$ cat src/rtl/sar_pkg.sv
package sar_pkg;
    localparam int RES_W  = 10;
    localparam int REG_W  = 8;
    localparam int SEL_W  = 3;
    localparam int ADDR_W = 2;

    localparam logic [ADDR_W-1:0] A_CTRL = 2'd0;
    localparam logic [ADDR_W-1:0] A_CLK  = 2'd1;
    localparam logic [ADDR_W-1:0] A_FLAG = 2'd2;

    localparam int CB_EN = 0;
    localparam int CB_GO = 1;
    localparam int CB_RJ = 2;
    localparam int CB_IE = 3;

    typedef enum logic [1:0] {
        ST_IDLE  = 2'd0,
        ST_CONV  = 2'd1,
        ST_LATCH = 2'd2,
        ST_RECOV = 2'd3
    } sar_state_e;
endpackage

$ cat src/rtl/sar_tick_gen.sv
module sar_tick_gen #(
    parameter int DIV_W = 6,
    parameter int SEL_W = 3
) (
    input  logic             clk,
    input  logic             rst_n,
    input  logic             run,
    input  logic             clr,
    input  logic [SEL_W-1:0] sel,
    input  logic             ext_tick,
    output logic             tick
);
    localparam int CW = DIV_W + 1;

    typedef struct packed {
        logic [DIV_W-1:0] cnt;
    } div_t;

    div_t             q_q, q_d;
    logic             ext_mode;
    logic [2:0]       ratio_idx;
    logic [CW-1:0]    full_lim;
    logic [DIV_W-1:0] lim;
    logic             hit;

    always_comb begin
        ext_mode  = (sel[1:0] == 2'b11);
        ratio_idx = {sel[1:0], sel[2]};
        full_lim  = (CW'(2) << ratio_idx) - CW'(1);
        lim       = full_lim[DIV_W-1:0];
        hit       = (q_q.cnt == lim);
        tick      = ext_mode ? ext_tick : hit;

        q_d = q_q;
        if (clr || !run || ext_mode || hit) begin
            q_d.cnt = '0;
        end else begin
            q_d.cnt = q_q.cnt + DIV_W'(1);
        end
    end

    always_ff @(posedge clk or negedge rst_n) begin
        if (!rst_n) q_q <= '0;
        else        q_q <= q_d;
    end

    AST_DIV_BOUND: assert property (@(posedge clk) disable iff (!rst_n)
        (run && !ext_mode) |-> (q_q.cnt <= lim));
endmodule

$ cat src/rtl/sar_fmt.sv
module sar_fmt #(
    parameter int RES_W = 10,
    parameter int REG_W = 8
) (
    input  logic [RES_W-1:0] code,
    input  logic             rjust,
    output logic [REG_W-1:0] hi,
    output logic [REG_W-1:0] lo
);
    localparam int PAD = 2 * REG_W - RES_W;

    always_comb begin
        if (rjust) begin
            {hi, lo} = {{PAD{1'b0}}, code};
        end else begin
            hi = code[RES_W-1 -: REG_W];
            lo = {code[RES_W-REG_W-1:0], {PAD{1'b0}}};
        end
    end
endmodule

$ cat src/rtl/sar_conv_ctrl.sv
module sar_conv_ctrl
    import sar_pkg::*;
#(
    parameter int DIV_W     = 6,
    parameter int REC_TICKS = 2
) (
    input  logic              clk,
    input  logic              rst_n,
    input  logic              wr_en,
    input  logic [ADDR_W-1:0] wr_addr,
    input  logic [REG_W-1:0]  wr_data,
    input  logic              rc_tick,
    input  logic              cmp_in,
    output logic [RES_W-1:0]  trial_code,
    output logic              busy,
    output logic [REG_W-1:0]  res_hi,
    output logic [REG_W-1:0]  res_lo,
    output logic              done_flag,
    output logic              irq
);
    localparam int IDX_W = $clog2(RES_W);
    localparam int REC_W = (REC_TICKS > 1) ? $clog2(REC_TICKS) : 1;

    typedef struct packed {
        sar_state_e       st;
        logic             en;
        logic             rj;
        logic             ie;
        logic             flag;
        logic [SEL_W-1:0] sel;
        logic [RES_W-1:0] code;
        logic [IDX_W-1:0] idx;
        logic [REC_W-1:0] rec;
        logic [REG_W-1:0] hi;
        logic [REG_W-1:0] lo;
    } ctl_t;

    ctl_t             q_q, q_d;
    logic             tick;
    logic             div_clr;
    logic             run;
    logic             wr_ctrl, wr_clk, wr_flag;
    logic             abort_req, start_req, latch_hit;
    logic [IDX_W-1:0] idx_next;
    logic [REG_W-1:0] fmt_hi, fmt_lo;
    logic             unused_wr;

    assign unused_wr = ^wr_data[REG_W-1:4];
    assign run       = (q_q.st != ST_IDLE);

    sar_tick_gen #(.DIV_W(DIV_W), .SEL_W(SEL_W)) u_tick (
        .clk(clk), .rst_n(rst_n), .run(run), .clr(div_clr),
        .sel(q_q.sel), .ext_tick(rc_tick), .tick(tick)
    );

    sar_fmt #(.RES_W(RES_W), .REG_W(REG_W)) u_fmt (
        .code(q_q.code), .rjust(q_q.rj), .hi(fmt_hi), .lo(fmt_lo)
    );

    always_comb begin
        q_d       = q_q;
        div_clr   = 1'b0;
        idx_next  = q_q.idx - IDX_W'(1);
        wr_ctrl   = wr_en && (wr_addr == A_CTRL);
        wr_clk    = wr_en && (wr_addr == A_CLK);
        wr_flag   = wr_en && (wr_addr == A_FLAG);
        busy      = (q_q.st == ST_CONV) || (q_q.st == ST_LATCH);
        abort_req = wr_ctrl && busy && (!wr_data[CB_GO] || !wr_data[CB_EN]);
        start_req = wr_ctrl && (q_q.st == ST_IDLE) && q_q.en
                    && wr_data[CB_EN] && wr_data[CB_GO];
        latch_hit = 1'b0;

        if (wr_ctrl) begin
            q_d.en = wr_data[CB_EN];
            q_d.rj = wr_data[CB_RJ];
            q_d.ie = wr_data[CB_IE];
        end
        if (wr_clk)  q_d.sel  = wr_data[SEL_W-1:0];
        if (wr_flag) q_d.flag = wr_data[0];

        if (abort_req) begin
            q_d.st  = ST_RECOV;
            q_d.rec = '0;
            div_clr = 1'b1;
        end else if (start_req) begin
            q_d.st   = ST_CONV;
            q_d.idx  = IDX_W'(RES_W - 1);
            q_d.code = {1'b1, {(RES_W-1){1'b0}}};
            div_clr  = 1'b1;
        end else if (tick) begin
            unique case (q_q.st)
                ST_CONV: begin
                    if (!cmp_in) q_d.code[q_q.idx] = 1'b0;
                    if (q_q.idx == '0) begin
                        q_d.st = ST_LATCH;
                    end else begin
                        q_d.idx = idx_next;
                        q_d.code[idx_next] = 1'b1;
                    end
                end
                ST_LATCH: begin
                    latch_hit = 1'b1;
                    q_d.hi    = fmt_hi;
                    q_d.lo    = fmt_lo;
                    q_d.flag  = 1'b1;
                    q_d.st    = ST_IDLE;
                end
                ST_RECOV: begin
                    if (q_q.rec == REC_W'(REC_TICKS - 1)) q_d.st = ST_IDLE;
                    else q_d.rec = q_q.rec + REC_W'(1);
                end
                default: ;
            endcase
        end

        trial_code = q_q.code;
        res_hi     = q_q.hi;
        res_lo     = q_q.lo;
        done_flag  = q_q.flag;
        irq        = q_q.flag && q_q.ie;
    end

    always_ff @(posedge clk or negedge rst_n) begin
        if (!rst_n) q_q <= '0;
        else        q_q <= q_d;
    end

    AST_START_NEEDS_EN: assert property (@(posedge clk) disable iff (!rst_n)
        $rose(busy) |-> $past(q_q.en));
    AST_START_MSB: assert property (@(posedge clk) disable iff (!rst_n)
        $rose(busy) |-> (trial_code == {1'b1, {(RES_W-1){1'b0}}}));
    AST_RESULT_HELD: assert property (@(posedge clk) disable iff (!rst_n)
        ((res_hi != $past(res_hi)) || (res_lo != $past(res_lo))) |-> $past(latch_hit));
    AST_RECOV_NO_START: assert property (@(posedge clk) disable iff (!rst_n)
        (q_q.st == ST_RECOV) |=> !busy);
    AST_DONE_FLAG: assert property (@(posedge clk) disable iff (!rst_n)
        $fell(busy) |-> (done_flag || (q_q.st == ST_RECOV)));
endmodule

$ cat config.mk
export PLATFORM = sky130hd
export DESIGN_NAME = sar_conv_ctrl
export DESIGN_NICKNAME = d
export VERILOG_FILES = /design/src/rtl/sar_pkg.sv /design/src/rtl/sar_tick_gen.sv /design/src/rtl/sar_fmt.sv /design/src/rtl/sar_conv_ctrl.sv
export SDC_FILE = /design/constraint.sdc
export NUM_CORES = 1
export LEC_CHECK = 0
export ABC_CLOCK_PERIOD_IN_PS = 6000
export BUFFER_PORTS_ARGS = -buffer_cell sky130_fd_sc_hd__buf_2
export CORE_UTILIZATION = 40
export CTS_CLUSTER_SIZE = 12
export DETAILED_ROUTE_END_ITERATION = 6
export GPL_ROUTABILITY_DRIVEN = 1
export PLACE_DENSITY = 0.61
export SLEW_MARGIN = 20
export SYNTH_ARGS = -nofsm -noshare
export SYNTH_HDL_FRONTEND = slang
export SYNTH_SLANG_ARGS = --single-unit
$ cat constraint.sdc
create_clock -name clk -period 6 [get_ports clk]
set_input_delay 1.2 -clock clk [delete_from_list [all_inputs] [get_ports clk]]
set_output_delay 1.2 -clock clk [all_outputs]
set_load 0.005 [all_outputs]
==> results of run 1 <==
## per-layer routing
layer	vias up	global-route usage, %	wire (um)
li1	990	-	-
met1	902	21.8	2550
met2	37	22.5	2130
met3	7	3.18	205
met4	0	7.37	109
met5	-	0	0
## report_power, final
part	switching (mW)	internal, mW	leakage [nW]
clock	0.109	0.0819	0.0441
combinational	0.208	0.171	0.631
sequential	0.101	0.389	0.602
total	0.418	0.641	1.28
## final timing paths
kind | end | slack (ns) | from
min in group asynchronous | q_q[16] | 0.89 | rst_n
worst max-delay path | done_flag | 2.67 | wr_addr[1]
worst min-delay path | res_hi[7] | 0.48 | res_hi[7]
worst min register to register | res_hi[7] | 0.48 | res_hi[7]
max in group asynchronous | trial_code[4] | 4.74 | rst_n
worst max register to register | q_q[18] | 3.20 | q_q[32]
## critical path, cell delays in order
cell and delay [ns]:
buf_2 0.11, nor3b_1 0.69, nand2_1 0.64, o2111ai_4 0.55, o311ai_0 0.26
## cell families after synthesis
| logic type | after synthesis |
|---|---|
| AND/OR/NAND/NOR | 98 |
| adder cells (fa/ha/maj) | 5 |
| XOR/XNOR | 6 |
| flip-flops | 46 |
| buffers and inverters | 53 |
| multiplexers | 11 |
| AO/OA/AOI/OAI | 69 |
## stage by stage
step           total power, mW  utilization, %  cells  setup slack [ns]
6_report                  1.06            43.6    368              2.67
5_1_grt                   1.15            43.6    368              2.31
4_1_cts                   1.07            43.3    368              2.48
3_5_place_dp             0.871            41.9    360              2.15
3_3_place_gp             0.863            41.9    360              2.19
2_1_floorplan            0.796               -    288              3.16
## cells in the mapped netlist (2+ instances only)
| master | count |
|---|---|
| dfrtp_1 | 46 |
| nand2_1 | 37 |
| buf_4 | 26 |
| o21ai_0 | 25 |
| a21oi_1 | 16 |
| nor2_1 | 14 |
| clkbuf_1 | 13 |
| inv_1 | 9 |
| nand2b_1 | 9 |
| nand3_1 | 7 |
| mux2_2 | 6 |
| ha_1 | 5 |
| mux2i_1 | 5 |
| nor3_1 | 5 |
| or4_1 | 5 |
| and3_1 | 4 |
| o41ai_1 | 4 |
| xor2_1 | 4 |
| nand4_1 | 3 |
| o2111ai_1 | 3 |
| o211ai_1 | 3 |
| o311ai_0 | 3 |
| o31ai_1 | 3 |
| or2_2 | 3 |
| a21o_1 | 2 |
| and2_1 | 2 |
| buf_2 | 2 |
| buf_6 | 2 |
| nor2b_1 | 2 |
| nor4_1 | 2 |
| xnor2_1 | 2 |
## registers in the layout, summed over array words and instances (netlist names)
register    flops
trial_code     10
u_tick.q_q      6
res_lo          8
res_hi          8
q_q            13
done_flag       1
## layout make-up
cell class              count  share of cell area [%]
clock buffers               5                    2.49
well taps                  77                    3.48
inverters                   9                    1.22
flip-flops and latches     46                    41.6
clock inverters             3                   0.769
repair buffers             39                    7.15
multi-input cells         189                    43.3
==> impl_results.md, run 1 <==
- Status: finished clean
- CP max FO: 33
- Max Buffers Root-to-Sink: 2
- Layout cells sized above 1: just over 20%
- Net total in the final layout: 310
- # H-tree levels: 2
- Max cap viols: 0
- Clk_skew: 0.00722 ns
- Total number of vias: about 1900
- Syn Area/Cell: ~9.2 sq um
- Global-route wire length before repair: 8760 um
- Multiplexer share of the synthesized area: under 10%
- Die X: 83.3 um
- Post-synthesis compound-gate area fraction: between 10% and 20%
- Post-Syn Instances: approximately 290
- FILL cells: 621
- Fin. max-slew vios: 0
- Critical path launch point type: input port
- Xor and xnor area share after synthesis: under 10%
- Num CTS Buffers: 5
- Post-CTS Resized: 0
- Power Density: 383 nW/um^2
- Core region area: about 6300 sq um
- Period utilisation layout: a little under three fifths
- Tot GR Track Use: approximately 15%
- Setup TNS: 0 ns
- R2R depth: 6
- RSZ-0062 raised after global routing: false
- Multi-input logic area: between 1000 and 1500 sq um
- Die Height: 83.3 um
- Top cell type's share of synthesized area: 43.5%
- # diodes: 0
- Hold depth: 2
- Ratio of routed vias to standard cells: around 5.3
- DR iter-0 viols: about 120
- CTS tree: done
- Final hold slack: around 0.48 ns
- First-pass DRT Iterations: 4
- I/O pins: 44
- Rel. slew slack: between 30% and 40%
- Most frequent cells in the layout: 46 x dfrtp_1, 38 x buf_2, 37 x nand2_1
- Post-synth EDFFs: 0
- Register area share after synthesis: 43.5%
- Syn Nets: around 300
- Drt drc: 0
- Clock latency on the worst-skew pair: around 0.3 ns
- Final ANT Viol Nets: 0
- Initial antenna violation count: 0
- Root Buffer: clkbuf_8
- Largest family of logic cells by synthesized area: simple AND/OR/NAND/NOR gates
- Die ar.: about 6900 sq um
- Worst-path clk slew: about 0.09 ns
- Worst EP arrival: between 3 and 4 ns
- Leakage dissipation: 1.28 nW
- Final hold viol count: 0
- Crit path time final: roughly 3.3 ns
- Peak Freq: approximately 300 MHz
- Worst-Margin Slew: approximately 1.0 ns
- Final setup fails: 0
- PortBufs: 39
- DP Wirelength: 3460 um
- Unique cell type count in the Yosys netlist: between 40 and 50
- Peak VDD IR: around 0.00015 V
- Post-synthesis adder-cell area fraction: approximately 2.4%
- Area contributors post-synth: dfrtp_1 43%, buf_4 7.4%, nand2_1 5.2%, o21ai_0 4.7%, a21oi_1 3.0%
- Row count: 29
- Flops & latches, synth: 46
- CP required: 6.13 ns
- Commonest non-fill, non-tap cell in the layout: dfrtp_1
- Area of placed instances: 2660 sq um
- Ys async rst share: between 90% and 100%
- Area fraction in and, or, nand and nor cells after synthesis: between 15 and 20%
- Largest net degree at the start of global routing: 47
- WS Path Type: in2reg
- Total routed wirelength: about 5000 um
- Global placer's final weighted congestion: ~0.78
- Ys flop type: dfrtp_1
- Area grow syn2layout: 4.54%
- Sinks on Clock Net: between 40 and 50
- Worst hold path class: reg2reg
- Initial Util: 41.7%
- Wire length per cell: 13.6 um
- Post-CTS Setup Inserts: 0
- Storage cell area: ~1200 sq um
- Largest area contributor in the netlist: dfrtp_1
- Syn. warnings: 0
- CP endpoint kind: flop
- Mapped Area: 2650 sq um
- Final Instance Area: 2770 sq um
- Vias in the first global route: around 1800
- Grt ovf: 0
- Hold Buf Count CTS: 0
Power figures use the tool's default switching activity.
==> inputs of run 2 (changes only) <==
- ABC_CLOCK_PERIOD_IN_PS: 6000 -> 3250
- clock period: 6 -> 3.25 ns (I/O delays scaled with it)
==> run 2 against run 1 <==
Compared with the run above: clock-buffer cell count unchanged; sequential power up 84%; first-iteration DRC count down 15%; flip-flop and latch count unchanged; clock power up 130%; worst hold slack worse by 0.14 ns; register-to-register slack worse by 2.7 ns; critical path type is now reg2reg; critical endpoint is now trial_code[6].
==> impl_results.md, run 2 (synthesized netlist as in run 1, its figures left out) <==
- # H-tree levels: 2
- Family with the most delay on the worst path: compound AO/OA/AOI/OAI gates
- Vias in the first global route: between 1500 and 2000
- Leakage dissipation: roughly 1.3 nW
- Period utilisation layout: between 80% and 90%
- CP endpoint kind: flop
- Total number of vias: slightly below 2000
- I/O pins: 44
- Slowest cell delay on critical path: between 0.5 and 0.6 ns
- Fin. max-slew vios: 0
- Row count: 29
- Worst-path clk slew: approximately 0.09 ns
- Rel. slew slack: roughly 50%
- Die ar.: approximately 6900 sq um
- # diodes: 0
- Global-route wire length before repair: approximately 8600 um
- Peak VDD IR: between 0.0003 and 0.0004 V
- Power Density: 725 nW/um^2
- Hold Buf Count CTS: 0
- Final hold viol count: 0
- Max cap viols: 0
- Buf+Inv Stages, Crit Path: 0
- Max Buffers Root-to-Sink: 2
- CTS tree: done
- Area of placed instances: around 2700 sq um
- Net total in the final layout: about 310
- Sinks on Clock Net: 46
- PnR worst setup slack: between 0.5 and 0.6 ns
- Final Instance Area: ~2800 sq um
- CP required: ~3.5 ns
- Register bank with the most flops: q_q
- Final core utilization: approximately 44%
- Peak Freq: ~370 MHz
- DP Wirelength: around 3500 um
- Status: finished clean
- Total routed wirelength: between 4000 and 5000 um
- Critical path launch point type: flop
- Num CTS Buffers: 5
- Worst EP arrival: 2.96 ns
- Worst-path cell chain: nor4_1, a41oi_1, a2111oi_4, o211ai_2, or4_1, a21oi_1
- Pre-CTS WS: about 0.58 ns
- Root Buffer: clkbuf_8
- Most frequent cells in the layout: 46 x dfrtp_1, 38 x buf_2, 37 x nand2_1
- First-pass DRT Iterations: 4
- Final hold slack: ~0.34 ns
- Die X: 83.3 um
- Highest-delay cell along the critical path: or4_1
- WS Path Type: reg2reg
- Largest net degree at the start of global routing: 47
- Setup TNS: 0 ns
- Initial Util: between 40% and 50%
- Global placer's final weighted congestion: about 0.78
- CP max FO: 21
- Final setup fails: 0
- Wire length per cell: roughly 13 um
- Initial antenna violation count: 0
- Commonest non-fill, non-tap cell in the layout: dfrtp_1
- Worst hold path class: in2async
- Post-CTS Resized: 0
- Clock latency on the worst-skew pair: 0.30 ns
- Power consumption: about 2 mW
- Clk_skew: slightly below 0.007 ns
- Crit path time final: 2.72 ns
- Grt ovf: 0
- Max reg flops: 13
- Tot GR Track Use: 15.1%
- Core region area: around 6300 sq um
- Ratio of routed vias to standard cells: 5.19
- Layout cells sized above 1: 21.7%
- RSZ-0062 raised after global routing: false
- Die Height: 83.3 um
- Area grow syn2layout: 6.10%
- DR iter-0 viols: between 90 and 100
- Drt drc: 0
- Finished Layout Cells: about 370
- PortBufs: 39
- Post-CTS Setup Inserts: 0
- Worst-Margin Slew: ~0.76 ns
- Final ANT Viol Nets: 0
- Placed cell count: between 300 and 400
## run 2: cell count changes in the layout (fill, tap and decap cells not counted), sizes merged
cell / previous run / this run
buf: 39 / 43
bufinv: 0 / 1
clkinv: 2 / 1
clkinvlp: 1 / 0
inv: 9 / 10
## run 2: final timing paths
kind                            depth (start not counted)  startpoint  slack [ns]            end
worst max register to register                          6     q_q[32]        0.53  trial_code[6]
min in group clk                                        2   res_hi[6]        0.48      res_hi[6]
worst min-delay path                                    1       rst_n        0.34        q_q[16]
worst min register to register                          2   res_hi[6]        0.48      res_hi[6]
worst max-delay path                                    6     q_q[32]        0.53  trial_code[6]
max in group asynchronous                               1       rst_n        2.52      res_lo[3]
## run 2: cell type report
| class | instances | area (sq um) |
|---|---|---|
| clock inverters | 3 | 43.8 |
| inverters | 9 | 33.8 |
| fillers | 643 | 3540 |
| multi-input cells | 189 | 1190 |
| repair buffers | 43 | 228 |
| clock buffers | 5 | 68.8 |
| well taps | 77 | 96.3 |
| flip-flops and latches | 46 | 1150 |
## run 2: power by group
group          switching [mW]  internal (mW)
clock                   0.200          0.231
combinational           0.378          0.324
sequential              0.184          0.717
## run 2: per-layer routing
layer	track usage [%]	up-vias	wire length, um
met3	3.38	6	197
met5	0	-	0
li1	-	997	-
met4	5.17	0	65
met1	21.3	884	2490
met2	22.8	43	2200
